$ cat src/rtl/pfg_pkg.sv
// Shared definitions for the PWM fault recovery controller.
package pfg_pkg;
    // Recovery policy selected per fault channel.
    typedef enum logic [1:0] {
        REC_MANUAL_NORMAL = 2'd0,
        REC_MANUAL_SAFE   = 2'd1,
        REC_AUTO          = 2'd2
    } rec_policy_e;

    // Decode the two configuration bits into a policy.
    function automatic rec_policy_e decode_policy(input logic auto_clr, input logic safe);
        if (auto_clr)  return REC_AUTO;
        else if (safe) return REC_MANUAL_SAFE;
        else           return REC_MANUAL_NORMAL;
    endfunction
endpackage

$ cat src/rtl/pfg_filter.sv
// Stability filter for one fault input.
// The filtered level follows the raw input once the raw input has differed
// from it on DEPTH consecutive edges. rise_o pulses (combinationally) in the
// cycle in which the filtered level is about to go from 0 to 1.
// Assumes raw_i is already synchronous to clk.
module pfg_filter #(
    parameter int unsigned DEPTH = 3
) (
    input  logic clk,
    input  logic rst_n,
    input  logic raw_i,
    output logic filt_o,
    output logic rise_o
);
    localparam int unsigned CW = (DEPTH > 1) ? $clog2(DEPTH) : 1;
    localparam logic [CW-1:0] LAST = CW'(DEPTH - 1);

    logic [CW-1:0] cnt_q;
    logic          filt_q;
    logic          differ;
    logic          commit;

    assign differ = raw_i ^ filt_q;
    assign commit = differ && (cnt_q == LAST);
    assign rise_o = commit && raw_i;
    assign filt_o = filt_q;

    // Count consecutive disagreeing edges and commit the new level on the last one.
    always_ff @(posedge clk) begin
        if (!rst_n) begin
            cnt_q  <= '0;
            filt_q <= 1'b0;
        end else if (commit) begin
            cnt_q  <= '0;
            filt_q <= raw_i;
        end else if (differ) begin
            cnt_q  <= cnt_q + 1'b1;
        end else begin
            cnt_q  <= '0;
        end
    end
endmodule

$ cat src/rtl/pfg_channel.sv
// One fault channel: filter, sticky flag and latched output disable.
// The flag is set on a filtered rise and cleared by a write-one pulse. If both
// come on the same edge, the set wins. The latched disable is set together
// with the flag. It is released on a boundary edge once the recovery policy's
// condition holds, and that condition is read from the current register state.
module pfg_channel
    import pfg_pkg::*;
#(
    parameter int unsigned DEPTH = 3
) (
    input  logic clk,
    input  logic rst_n,
    input  logic raw_i,
    input  logic auto_clr_i,
    input  logic safe_i,
    input  logic clr_i,
    input  logic boundary_i,
    output logic filt_o,
    output logic flag_o,
    output logic lat_o
);
    logic        rise;
    logic        flag_q;
    logic        lat_q;
    logic        release_ok;
    rec_policy_e policy;

    pfg_filter #(.DEPTH(DEPTH)) u_filt (
        .clk    (clk),
        .rst_n  (rst_n),
        .raw_i  (raw_i),
        .filt_o (filt_o),
        .rise_o (rise)
    );

    assign policy = decode_policy(auto_clr_i, safe_i);

    // Work out whether this channel's recovery condition holds now.
    always_comb begin
        unique case (policy)
            REC_AUTO:        release_ok = !filt_o;
            REC_MANUAL_SAFE: release_ok = !flag_q && !filt_o;
            default:         release_ok = !flag_q;
        endcase
    end

    // Sticky flag: set wins over the write-one clear.
    always_ff @(posedge clk) begin
        if (!rst_n)      flag_q <= 1'b0;
        else if (rise)   flag_q <= 1'b1;
        else if (clr_i)  flag_q <= 1'b0;
    end

    // Latched disable: set with the flag, released only on a qualifying boundary.
    always_ff @(posedge clk) begin
        if (!rst_n)                        lat_q <= 1'b0;
        else if (rise)                     lat_q <= 1'b1;
        else if (boundary_i && release_ok) lat_q <= 1'b0;
    end

    assign flag_o = flag_q;
    assign lat_o  = lat_q;
endmodule

$ cat src/rtl/pfg_gate.sv
// Output gating: an output is disabled if any fault that maps to it has
// either its latched disable or its raw input set. Purely combinational.
module pfg_gate #(
    parameter int unsigned NF = 4,
    parameter int unsigned NO = 8
) (
    input  logic [NF*NO-1:0] map_i,
    input  logic [NF-1:0]    raw_i,
    input  logic [NF-1:0]    lat_i,
    output logic [NO-1:0]    en_o
);
    logic [NF-1:0][NO-1:0] kill;

    for (genvar f = 0; f < NF; f++) begin : g_fault
        // Outputs this fault currently shuts off.
        assign kill[f] = map_i[f*NO +: NO] & {NO{raw_i[f] | lat_i[f]}};
    end

    // Reduce the per-fault kill masks into one enable vector.
    always_comb begin
        en_o = '1;
        for (int f = 0; f < NF; f++) begin
            en_o = en_o & ~kill[f];
        end
    end
endmodule

$ cat src/rtl/pwm_fault_guard.sv
// PWM fault recovery controller top.
// Instantiates one channel per fault, forms the recovery boundary from the
// counter strobes, gates the outputs and drives the interrupt request.
// Assumes all inputs are synchronous to clk and the strobes are one-cycle pulses.
module pwm_fault_guard #(
    parameter int unsigned NUM_FAULTS = 4,
    parameter int unsigned NUM_OUTS   = 8,
    parameter int unsigned FILT_DEPTH = 3
) (
    input  logic                         clk,
    input  logic                         rst_n,
    input  logic [NUM_FAULTS-1:0]        fault_raw_i,
    input  logic [NUM_FAULTS-1:0]        auto_clr_i,
    input  logic [NUM_FAULTS-1:0]        safe_mode_i,
    input  logic [NUM_FAULTS-1:0]        irq_en_i,
    input  logic                         full_cycle_only_i,
    input  logic                         half_strobe_i,
    input  logic                         full_strobe_i,
    input  logic [NUM_FAULTS-1:0]        flag_clr_i,
    input  logic [NUM_FAULTS*NUM_OUTS-1:0] dis_map_i,
    output logic [NUM_FAULTS-1:0]        pin_status_o,
    output logic [NUM_FAULTS-1:0]        flag_o,
    output logic [NUM_OUTS-1:0]          out_en_o,
    output logic                         irq_o
);
    logic                  boundary;
    logic [NUM_FAULTS-1:0] lat_dis;

    // A half strobe counts only when full-cycle-only recovery is off.
    assign boundary = full_strobe_i || (half_strobe_i && !full_cycle_only_i);

    for (genvar f = 0; f < NUM_FAULTS; f++) begin : g_ch
        pfg_channel #(.DEPTH(FILT_DEPTH)) u_ch (
            .clk        (clk),
            .rst_n      (rst_n),
            .raw_i      (fault_raw_i[f]),
            .auto_clr_i (auto_clr_i[f]),
            .safe_i     (safe_mode_i[f]),
            .clr_i      (flag_clr_i[f]),
            .boundary_i (boundary),
            .filt_o     (pin_status_o[f]),
            .flag_o     (flag_o[f]),
            .lat_o      (lat_dis[f])
        );
    end

    pfg_gate #(.NF(NUM_FAULTS), .NO(NUM_OUTS)) u_gate (
        .map_i (dis_map_i),
        .raw_i (fault_raw_i),
        .lat_i (lat_dis),
        .en_o  (out_en_o)
    );

    // Interrupt request: any flagged fault whose interrupt is enabled.
    assign irq_o = |(flag_o & irq_en_i);
endmodule

$ cat config.mk
export PLATFORM = sky130hd
export DESIGN_NAME = pwm_fault_guard
export DESIGN_NICKNAME = d
export VERILOG_FILES = /design/src/rtl/pfg_pkg.sv /design/src/rtl/pfg_filter.sv /design/src/rtl/pfg_channel.sv /design/src/rtl/pfg_gate.sv /design/src/rtl/pwm_fault_guard.sv
export SDC_FILE = /design/constraint.sdc
export NUM_CORES = 1
export LEC_CHECK = 0
export BUFFER_PORTS_ARGS = -buffer_cell sky130_fd_sc_hd__buf_2
export CAP_MARGIN = 0
export CELL_PAD_IN_SITES_DETAIL_PLACEMENT = 0
export CELL_PAD_IN_SITES_GLOBAL_PLACEMENT = 1
export CORE_MARGIN = 2
export CORE_UTILIZATION = 31
export CTS_BUF_LIST = sky130_fd_sc_hd__clkbuf_8
export CTS_CLUSTER_DIAMETER = 60
export DETAILED_ROUTE_END_ITERATION = 12
export GPL_ROUTABILITY_DRIVEN = 1
export PLACE_DENSITY_LB_ADDON = 0.05
export SYNTH_ARGS = -nofsm -noshare
export SYNTH_HDL_FRONTEND = slang
export SYNTH_SLANG_ARGS = --single-unit
$ cat constraint.sdc
create_clock -name clk -period 1.9 [get_ports clk]
set_clock_uncertainty 0.2 [all_clocks]
set_input_delay 0.285 -clock clk [delete_from_list [all_inputs] [get_ports clk]]
set_output_delay 0.285 -clock clk [all_outputs]
set_load 0.005 [all_outputs]
## After elaboration in Yosys (flattened, before gate mapping)

Index checks and enable logic that the tools add are counted.

| operators by class | value |
|---|---|
| bitwise gates (word level) | 25 |
| multiplexer cells | 28 |
| reduce and logical (&&, ||, !) cells | 40 |
| add/sub/neg operators | 4 |
| equal/unequal tests | 12 |

Operator list:

| cell | number |
|---|---|
| bitwise AND 8 bit | 7 |
| inverter 8 bit | 4 |
| two-way mux 1 bit | 20 |
| logical AND 1 bit | 17 |
| == test 2 bit (second input constant) | 8 |
| nonzero test 2 bit | 8 |
| OR reduction 3 bit | 4 |
| zero test 1 bit | 9 |
| adder 2 x 1 -> 2 bit (second input constant) | 4 |
| == test 2 x 1 -> 1 bit (second input constant) | 4 |
| two-way mux 2 bit | 4 |
| one-hot mux 1 bit (2 select lines) | 4 |
| inverter 1 bit | 5 |
| bitwise AND 4 bit | 1 |
| bitwise OR 1 bit | 4 |
| OR reduction 4 bit | 1 |
| XOR 1 bit | 4 |
| logical OR 1 bit | 1 |

| storage, ports and cells | value |
|---|---|
| input bits | 57 |
| register bits after elaboration | 20 |
| logic and storage cells | 125 |
| output and inout bits | 17 |

## Longest topological paths before layout

Gate-level depths: netlist of run 1.

| depth | value |
|---|---|
| depth after elaboration | 7 |
| gate-level depth with buffers | 5 |
| gate-level depth less buffers | 5 |

## Modules after synthesis

A second synthesis of run 1 with hierarchy kept.

| second synthesis, totals | value |
|---|---|
| cell total of the unflattened synthesis | 129 |
| area, all modules | 1,146.1 um2 |

By module, submodules not included:

| module | seq. area each (um2) | area each (um2) | cells an instance | times used |
|---|---|---|---|---|
| pfg_filter | 60.1 | 123.9 | 12 | 4 |
| pfg_channel | 40.0 | 97.6 | 9 | 4 |
| pfg_gate | 0.0 | 230.2 | 40 | 1 |
| pwm_fault_guard | 0.0 | 30.0 | 5 | 1 |

## Least setup slack after synthesis of run 1

Ideal clock, no wire load.

| timing | value |
|---|---|
| path type | input -> output |
| from | in fault_raw_i[1] |
| to | out out_en_o[4] |
| data required time | 1,415 ps |
| stages | 4 |
| path buffers | 1 |
| arrival time | 1,058 ps |
| path slack | 357 ps |
| path through | or2_1 > buf_6 > a22o_1 > a221oi_2 |

| on the way | value |
|---|---|
| cells in the longest elaborated chain, start to end | 6 |

RTL lines:

| item | line | source |
|---|---|---|
| from (decl) | pwm_fault_guard.sv:12 | `input logic [NUM_FAULTS-1:0] fault_raw_i,` |
| bitwise OR 1 bit | pfg_gate.sv:16 | `assign kill[f] = map_i[f*NO +: NO] & {NO{raw_i[f] \| lat_i[f]}};` |
| bitwise AND 8 bit | pfg_gate.sv:16 |  |
| inverter 8 bit | pfg_gate.sv:23 | `en_o = en_o & ~kill[f];` |
| bitwise AND 8 bit (3 in a row) | pfg_gate.sv:23 |  |
| to (decl) | pwm_fault_guard.sv:23 | `output logic [NUM_OUTS-1:0] out_en_o,` |

Every way passes these cells.

## Final worst setup path of run 1

| timing | value |
|---|---|
| from | reg g_ch[2].u_ch.lat_q |
| to | out out_en_o[3] |

| on the way | value |
|---|---|
| cells in the longest elaborated chain, start to end | 5 |

RTL lines:

| item | line | source |
|---|---|---|
| from (decl) | pfg_channel.sv:24 | `logic lat_q;` |
| from (signal assigned) | pfg_channel.sv:56 | `if (!rst_n) lat_q <= 1'b0;` |
| from (signal assigned) | pfg_channel.sv:57 | `else if (rise) lat_q <= 1'b1;` |
| from (signal assigned) | pfg_channel.sv:58 | `else if (boundary_i && release_ok) lat_q <= 1'b0;` |
| bitwise OR 1 bit | pfg_gate.sv:16 |  |
| bitwise AND 8 bit | pfg_gate.sv:16 |  |
| inverter 8 bit | pfg_gate.sv:23 |  |
| bitwise AND 8 bit (2 in a row) | pfg_gate.sv:23 |  |

Every way passes these cells.

==> impl_results.md, run 1 <==
* Crit-path slowest cell: dfxtp_1
* Worst rel slew slack at between 80% and 90%
* Syn_area_per_cell at between 9 and 10 sq um
* Synth warn at 0
* Post-route cell area at roughly 1600 sq um
* Hold slack at approximately 100 ps
* Cell Count, Final, Fillers Out at 238
* Fin util at between 40% and 50%
* Met3 GRT Util at between 2 and 3%
* Remaining DRCs at 0
* TNS Setup at -4.888 ps
* Peak per-stage delay on the critical path at 310 ps
* Worst slew pin tran at 256.6 ps
* Slew Limit Fails at 0
* CORE AREA at around 3700 sq um
* Dpl hpwl at 2.386 mm
* Critical Path RT at 1410 ps
* Power Density at roughly 570 nW/um^2
* Final setup viols at 1
* Tmin final at between 1500 and 2000 ps
* P_sw at 223.8 uW
* Number of diodes at 0
* Vias at 1,140
* CTS H-tree depth at 1
* Synth cell types at 25
* Static leakage at ~0.77 nW
* Gate Count Post-Synth at roughly 120
* Clk root buf: clkbuf_8
* Die area at between 4000 and 5000 sq um
* Period utilisation layout at 100.3%
* Crit path cell chain: or2_4, a22o_1, a221oi_2, buf_2
* Clk sink count at 20
* DR pass1 iterations at 4
* Row count at 22
* Overall die height at 65.70 um
* GRT busiest layer: met2
* First-pass GRT wire length at 4.567 mm
* Register area share after synthesis at between 30% and 40%
* Syn nets at roughly 180
* Total power at roughly 900 uW
* Clk pwr share at approximately 29%
* Crit path capture: out_en_o[3]
* Initial antenna violation count at 0
* CTS tree: yes
* GRT met2 Usage at 24.37%
* Combinational share of power at around 22%
* Initial Util at roughly 32%
* Hold Vio Cnt, Final at 0
* FF+latch count, synth at 20
* Routed Antenna Nets at 0
* Internal at roughly 690 uW
* Syn-to-layout area delta at 36.16%
* Switching share of power at between 20% and 30%
* Seq pwr share at 48.3%
* PnR worst setup slack at -4.888 ps
* Post-Place Setup Slack at approximately 65 ps
* Worst Path Arrival at between 1000 and 1500 ps
* Worst Setup SP: g_ch[2].u_ch.lat_o$_SDFFE_PN0P_
* Crit path capture type: output pin
* Ratio of cells with drive above 1 in the final layout at about half
* Number of global-route vias before repair at 1,068
* Clk buf depth at 2
* Dpl cell area at roughly 1500 sq um
* GRT Overall Usage at 13.53%
* Placed Instances at 233
* CP Class: register to output pin
* IO buf count at 73
* Largest net degree at the start of global routing at 17
* F_max at 0.5250 GHz
* Vias per cell at 4.790
* Grt met1 use at roughly 16%
* Max VDD drop at roughly 380 uV
* Failing checks: negative setup slack
* Min-Delay Path Class: primary input to register
* RSZ-0062 raised after global routing: yes
* Capturing point of the worst reg2reg path: g_ch[1].u_ch.lat_o$_SDFFE_PN0P_
* RePlAce Congestion at around 0.79
* Commonest non-fill, non-tap cell in the layout: buf_2
* Final net count at roughly 250
* CP Launch Type: register
* Clock Pin Slew Worst Setup and Hold Paths at 70 ps
* Total wire length at about 2.9 mm
* Wire per inst at between 10 and 15 um
* Crit Path Max Fanout at 8
* MaxCap Viol Count at 0
* Synthesized cell area at 1180 sq um
* Status: finished, violations left
* Worst R2R Path Depth at 5
* R2r startpoint: g_ch[1].u_ch.u_filt.cnt_q[0]$_SDFF_PP0_
* Top Ports at 74
* GRT overflow at 0
* Most frequent cells in the layout: 73 x buf_2, 19 x dfxtp_1, 10 x nand2b_1
* Initial drt markers at 12
* FF-to-FF setup slack at approximately 570 ps
* Cts bufs inserted at 3
* Hold buffers post-CTS at 0
* Die X at about 66 um
* Min-delay src: flag_clr_i[3]
* Skew-Pair Late Insertion Delay at roughly 250 ps
[worst max-delay path: cells and delay by family, from the launching register on]
family                 cells  cell delay, ps
flip-flops                 1             310
AND/OR/NAND/NOR            1             280
buffers and inverters      1             150
AO/OA/AOI/OAI              2             420
[routing by layer]
layer  vias up  routed length [um]
li1        575                   -
met1       513                1284
met2        50                1355
met3         2                 276
met4         0                  17
met5         -                   0
[synthesized netlist by cell type]
| cell type | count | area (sq um) |
|---|---|---|
| dfxtp_1 | 20 | 400.4 |
| nand2b_1 | 10 | 62.56 |
| a221oi_2 | 8 | 120.1 |
| a22o_1 | 8 | 70.07 |
| buf_4 | 8 | 60.06 |
| nand3b_1 | 8 | 60.06 |
| nor2_1 | 8 | 30.03 |
| o21ai_0 | 6 | 30.03 |
| nor2b_1 | 5 | 31.28 |
| a21boi_0 | 4 | 30.03 |
| ha_1 | 4 | 50.05 |
| inv_1 | 4 | 15.01 |
| mux2i_1 | 4 | 40.04 |
| or2_1 | 4 | 25.02 |
| xor2_1 | 4 | 35.03 |
| buf_2 | 3 | 15.01 |
| a22oi_1 | 2 | 15.01 |
| a41oi_1 | 2 | 17.52 |
| and3_1 | 2 | 12.51 |
| and3b_1 | 2 | 17.52 |
| o2111ai_1 | 2 | 17.52 |
| buf_6 | 1 | 11.26 |
| clkbuf_1 | 1 | 3.750 |
| nand2_1 | 1 | 3.750 |
| or2_2 | 1 | 6.260 |
[flip-flops by register name (all words and copies together), names as in the netlist]
name / flops
g_ch.u_ch.u_filt.cnt_q: 8
g_ch.u_ch.u_filt.filt_o: 4
g_ch.u_ch.lat_o: 4
g_ch.u_ch.flag_o: 4
[cell families after synthesis]
kind of cell	count (synthesis)	synth area share [%]
and+or+nand+nor	41	21.10
adders and majority gates	4	4.242
muxes	4	3.394
buffers and inverters	17	8.907
xor gates and xnor gates	4	2.969
AOI/OAI and AO/OA	32	25.45
DFF	20	33.93
[power by group through the flow]
stage | combinational (mW) | sequential [mW] | clock (mW)
finish | 0.203 | 0.443 | 0.269
global route | 0.228 | 0.445 | 0.296
CTS | 0.202 | 0.443 | 0.282
detailed placement | 0.198 | 0.452 | 0
global placement | 0.195 | 0.452 | 0
floorplan | 0.104 | 0.450 | 0
[worst min-delay path by stage]
stage / endpoint / slack, ps / cells after the start
2_1_floorplan: g_ch[2].u_ch.u_filt.cnt_q[0]$_SDFF_PP0_ / 190 / 1
3_3_place_gp: g_ch[1].u_ch.u_filt.cnt_q[0]$_SDFF_PP0_ / 200 / 1
3_5_place_dp: g_ch[2].u_ch.u_filt.cnt_q[0]$_SDFF_PP0_ / 200 / 1
4_1_cts: g_ch[3].u_ch.flag_o$_SDFFE_PN0P_ / 100 / 3
5_1_grt: g_ch[3].u_ch.flag_o$_SDFFE_PN0P_ / 90 / 3
6_report: g_ch[3].u_ch.flag_o$_SDFFE_PN0P_ / 100 / 3
[final cells by class]
| class | instances | area [sq um] |
|---|---|---|
| sequential | 20 | 401.6 |
| fill | 369 | 2054 |
| timing repair buffer | 78 | 406.6 |
| tap | 48 | 60.06 |
| inverter | 4 | 15.01 |
| clock buffer | 3 | 41.29 |
| multi-input combinational | 85 | 681.9 |
[what timing repair did]
action,in CTS,in global routing
pin swaps,1,9
setup buffers,0,2
resized for setup,3,2
setup endpoints to repair,8,8
cloned,0,0
hold endpoints to repair,0,0
Note: power is estimated with default switching activity, not from simulation.
==> inputs of run 2 (changes only) <==
--- a/config.mk
+++ b/config.mk
@@ -5,13 +5,14 @@
 export SDC_FILE = /design/constraint.sdc
 export NUM_CORES = 1
 export LEC_CHECK = 0
-export BUFFER_PORTS_ARGS = -buffer_cell sky130_fd_sc_hd__buf_2
+export ABC_AREA = 1
+export BUFFER_PORTS_ARGS = -buffer_cell sky130_fd_sc_hd__buf_4
 export CAP_MARGIN = 0
 export CELL_PAD_IN_SITES_DETAIL_PLACEMENT = 0
 export CELL_PAD_IN_SITES_GLOBAL_PLACEMENT = 1
 export CORE_MARGIN = 2
-export CORE_UTILIZATION = 31
-export CTS_BUF_LIST = sky130_fd_sc_hd__clkbuf_8
+export CORE_UTILIZATION = 28
+export CTS_BUF_LIST = sky130_fd_sc_hd__clkbuf_4 sky130_fd_sc_hd__clkbuf_8
 export CTS_CLUSTER_DIAMETER = 60
 export DETAILED_ROUTE_END_ITERATION = 12
 export GPL_ROUTABILITY_DRIVEN = 1
==> run 2 against run 1 <==
Compared with the run above: the flow now finishes without violations; worst hold slack worse by 22 ps; area after synthesis shrank 1.6%; flip-flop and latch count did not move; maximum frequency increased by 11%; final cell count rose by 22%; final area grew 8.1%; non-clock buffer count shrank 5; count of clock-buffer cells in the layout is the same; clock power barely moved; synthesized cell count rose by 45%; utilization decreased by 0.47 points; register-to-register slack gained 170 ps; largest cell class unchanged.
==> impl_results.md, run 2 <==
* Status: complete, no violations (was finished, violations left)
* Post-CTS Repair Setup Buffers at 0 (unchanged)
* Syn_area_per_cell at 6.560 sq um (was 9.671 sq um)
* Most frequent cells in the layout: 73 x buf_4, 36 x o21ai_0, 30 x inv_1 (was 73 x buf_2, 19 x dfxtp_1, 10 x nand2b_1)
* Met2 wire length at 1.671 mm (was 1.355 mm)
* Synth area leader: dfxtp_1 (unchanged)
* CORE AREA at 4000 sq um (was 3661 sq um)
* Top routing layer in use: met4 (unchanged)
* Vias at 1,346 (was 1,140)
* CTS H-tree depth at 1 (unchanged)
* Vias per cell at 4.625 (was 4.790)
* Crit path cell chain: nor2_2, o21ai_0, nor2_1, buf_4 (was or2_4, a22o_1, a221oi_2, buf_2)
* Die area at 4678 sq um (was 4316 sq um)
* GRT overflow at 0 (unchanged)
* TNS Setup at 0 ps (was -4.888 ps)
* PnR worst setup slack at 177.1 ps (was -4.888 ps)
* Slew Limit Fails at 0 (unchanged)
* Synth warn at 0 (unchanged)
* M1 WL at 1.371 mm (was 1.284 mm)
* FF+latch count, synth at 20 (unchanged)
* Ratio of cells with drive above 1 in the final layout at 31.95% (was 49.47%)
* Static leakage at 0.8890 nW (was 0.7710 nW)
* RePlAce Congestion at 0.7526 (was 0.7887)
* Post-Place Setup Slack at 199.1 ps (was 64.69 ps)
* Top Ports at 74 (unchanged)
* Ys flop type: dfxtp_1 (unchanged)
* Skew-Pair Late Insertion Delay at 250 ps (about the same)
* Final setup viols at 0 (was 1)
* Overall die height at 68.40 um (was 65.70 um)
* Top area cells in the synthesized netlist: dfxtp_1 34%, o21ai_0 16%, inv_1 9.7% (was dfxtp_1 34%, a221oi_2 10%, a22o_1 5.9%)
* Largest net degree at the start of global routing at 12 (was 17)
* Gate Count Post-Synth at 177 (was 122)
* Power Density at 532.7 nW/um^2 (was 569.8 nW/um^2)
* Synthesized cell area at 1161 sq um (was 1180 sq um)
* Critical Path RT at 1410 ps (about the same)
* Routed Antenna Nets at 0 (unchanged)
* Crit path capture type: output pin (unchanged)
* Clk sink count at 20 (unchanged)
* Clk root buf: clkbuf_8 (unchanged)
* Crit Path Max Fanout at 7 (was 8)
* Min-Delay Path Class: primary input to register (unchanged)
* Synth cell types at 14 (was 25)
* Wire per inst at 11.58 um (was 12.32 um)
* GRT Overall Usage at 14.72% (was 13.53%)
* Remaining DRCs at 0 (unchanged)
* Die X at 68.40 um (was 65.70 um)
* Number of flops mapped to enable cells by yosys at 0 (unchanged)
* Final net count at 304 (was 253)
* Clock Pin Slew Worst Setup and Hold Paths at 70 ps (about the same)
* Dpl hpwl at 2.828 mm (was 2.386 mm)
* Post-synthesis async set-or-reset flop share at 0% (unchanged)
* Cts bufs inserted at 3 (unchanged)
* IO buf count at 73 (unchanged)
* Initial drt markers at 23 (was 12)
* Number of global-route vias before repair at 1,238 (was 1,068)
* Worst rel slew slack at 76.18% (was 82.89%)
* Crit-path slowest cell: dfxtp_1 (unchanged)
* Number of diodes at 0 (unchanged)
* Top cell type's share of synthesized area at 34.48% (was 33.93%)
* Max FFs per register at 8 (unchanged)
* Tmin final at 1723 ps (was 1905 ps)
* Syn nets at 238 (was 183)
* Hold Vio Cnt, Final at 0 (unchanged)
* Worst slew pin tran at 357.0 ps (was 256.6 ps)
* F_max at 0.5804 GHz (was 0.5250 GHz)
* Initial antenna violation count at 0 (unchanged)
* Worst Path Arrival at 1240 ps (was 1420 ps)
* Hold buffers post-CTS at 0 (unchanged)
* Post_cts resized at 0 (was 3)
* DR pass1 iterations at 4 (unchanged)
* CP Class: register to output pin (unchanged)
* Row count at 23 (was 22)
* Syn-to-layout area delta at 49.57% (was 36.16%)
* MaxCap Viol Count at 0 (unchanged)
* Most common cell in the netlist: o21ai_0 (was dfxtp_1)
* Register area share after synthesis at 34.48% (was 33.93%)
* First-pass GRT wire length at 5.202 mm (was 4.567 mm)
* Period utilisation layout at 90.68% (was 100.3%)
* Post-synth top cells: 36 x o21ai_0, 30 x inv_1, 26 x nand2_1 (was 20 x dfxtp_1, 10 x nand2b_1)
* CP Launch Type: register (unchanged)
* Peak per-stage delay on the critical path at 330 ps (was 310 ps)
* Max VDD drop at 256.8 uV (was 383.8 uV)
* Initial Util at 29.03% (was 32.23%)
* Commonest non-fill, non-tap cell in the layout: buf_4 (was buf_2)
* Routed wl met3 at 308 um (was 276 um)
* Biggest register: g_ch.u_ch.u_filt.cnt_q (unchanged)
* Total wire length at 3.371 mm (was 2.932 mm)
* RSZ-0062 raised after global routing: no (was yes)
* Clk buf depth at 2 (unchanged)
* CTS tree: yes (unchanged)
-- run 2: per-layer routing --
| layer | track usage (%) | vias to the layer above |
|---|---|---|
| met1 | 16.18 | 605 |
| met2 | 28.25 | 51 |
| li1 | - | 688 |
| met4 | 4.500 | 0 |
| met3 | 2.467 | 2 |
| met5 | 0 | - |
-- run 2: area by class of cell --
type | count | area [sq um]
fill | 433 | 2263
multi-input combinational | 115 | 571.8
timing repair buffer | 73 | 548.0
sequential | 20 | 400.4
inverter | 30 | 112.6
tap | 50 | 62.56
clock buffer | 3 | 41.29
-- run 2: worst max-delay path: cells and delay by family, from the launching register on --
family          cells  cell delay [ps]
compound gates      1              140
simple gates        2              400
flops               1              330
buf+inv             1              120
-- run 2: final timing paths --
path | start | to | slack, ps | cells past startpoint
worst max-delay path | g_ch[2].u_ch.lat_o$_SDFFE_PN0P_ | out_en_o[1] | 180 | 4
worst min-delay path | flag_clr_i[2] | g_ch[2].u_ch.flag_o$_SDFFE_PN0P_ | 80 | 4
worst max register to register | g_ch[0].u_ch.u_filt.filt_o$_SDFFE_PN0P_ | g_ch[0].u_ch.lat_o$_SDFFE_PN0P_ | 740 | 3
worst min register to register | g_ch[0].u_ch.u_filt.cnt_q[0]$_SDFF_PP0_ | g_ch[0].u_ch.u_filt.cnt_q[0]$_SDFF_PP0_ | 210 | 1
-- run 2: logic make-up after synthesis --
kind of cell               count (synthesis)  share of synthesized area [%]
AOI/OAI and AO/OA                         50                          21.77
buffers and inverters                     42                          16.49
xor gates and xnor gates                   4                          3.017
and+or+nand+nor                           57                          19.94
DFF                                       20                          34.48
adders and majority gates                  4                          4.311
-- run 2: where the power goes --
group / total (mW) / leakage (nW) / internal [mW] / switching [mW]
clock: 0.266 / 0.0216 / 0.141 / 0.125
combinational: 0.217 / 0.705 / 0.129 / 0.0886
sequential: 0.442 / 0.162 / 0.433 / 0.00872
-- run 2: per-stage QoR --
step           std cells  hold slack, ps  util [%]  power [mW]  instance area (sq um)
2_1_floorplan        177           192.0         -      0.5374                   1161
4_1_cts              291           77.27     43.35      0.9406                   1734
6_report             291           76.73     43.42      0.9251                   1737
5_1_grt              291           93.61     43.42      0.9848                   1737
3_3_place_gp         288           199.7     42.32      0.6651                   1693
3_5_place_dp         288           204.7     42.32      0.6722                   1693
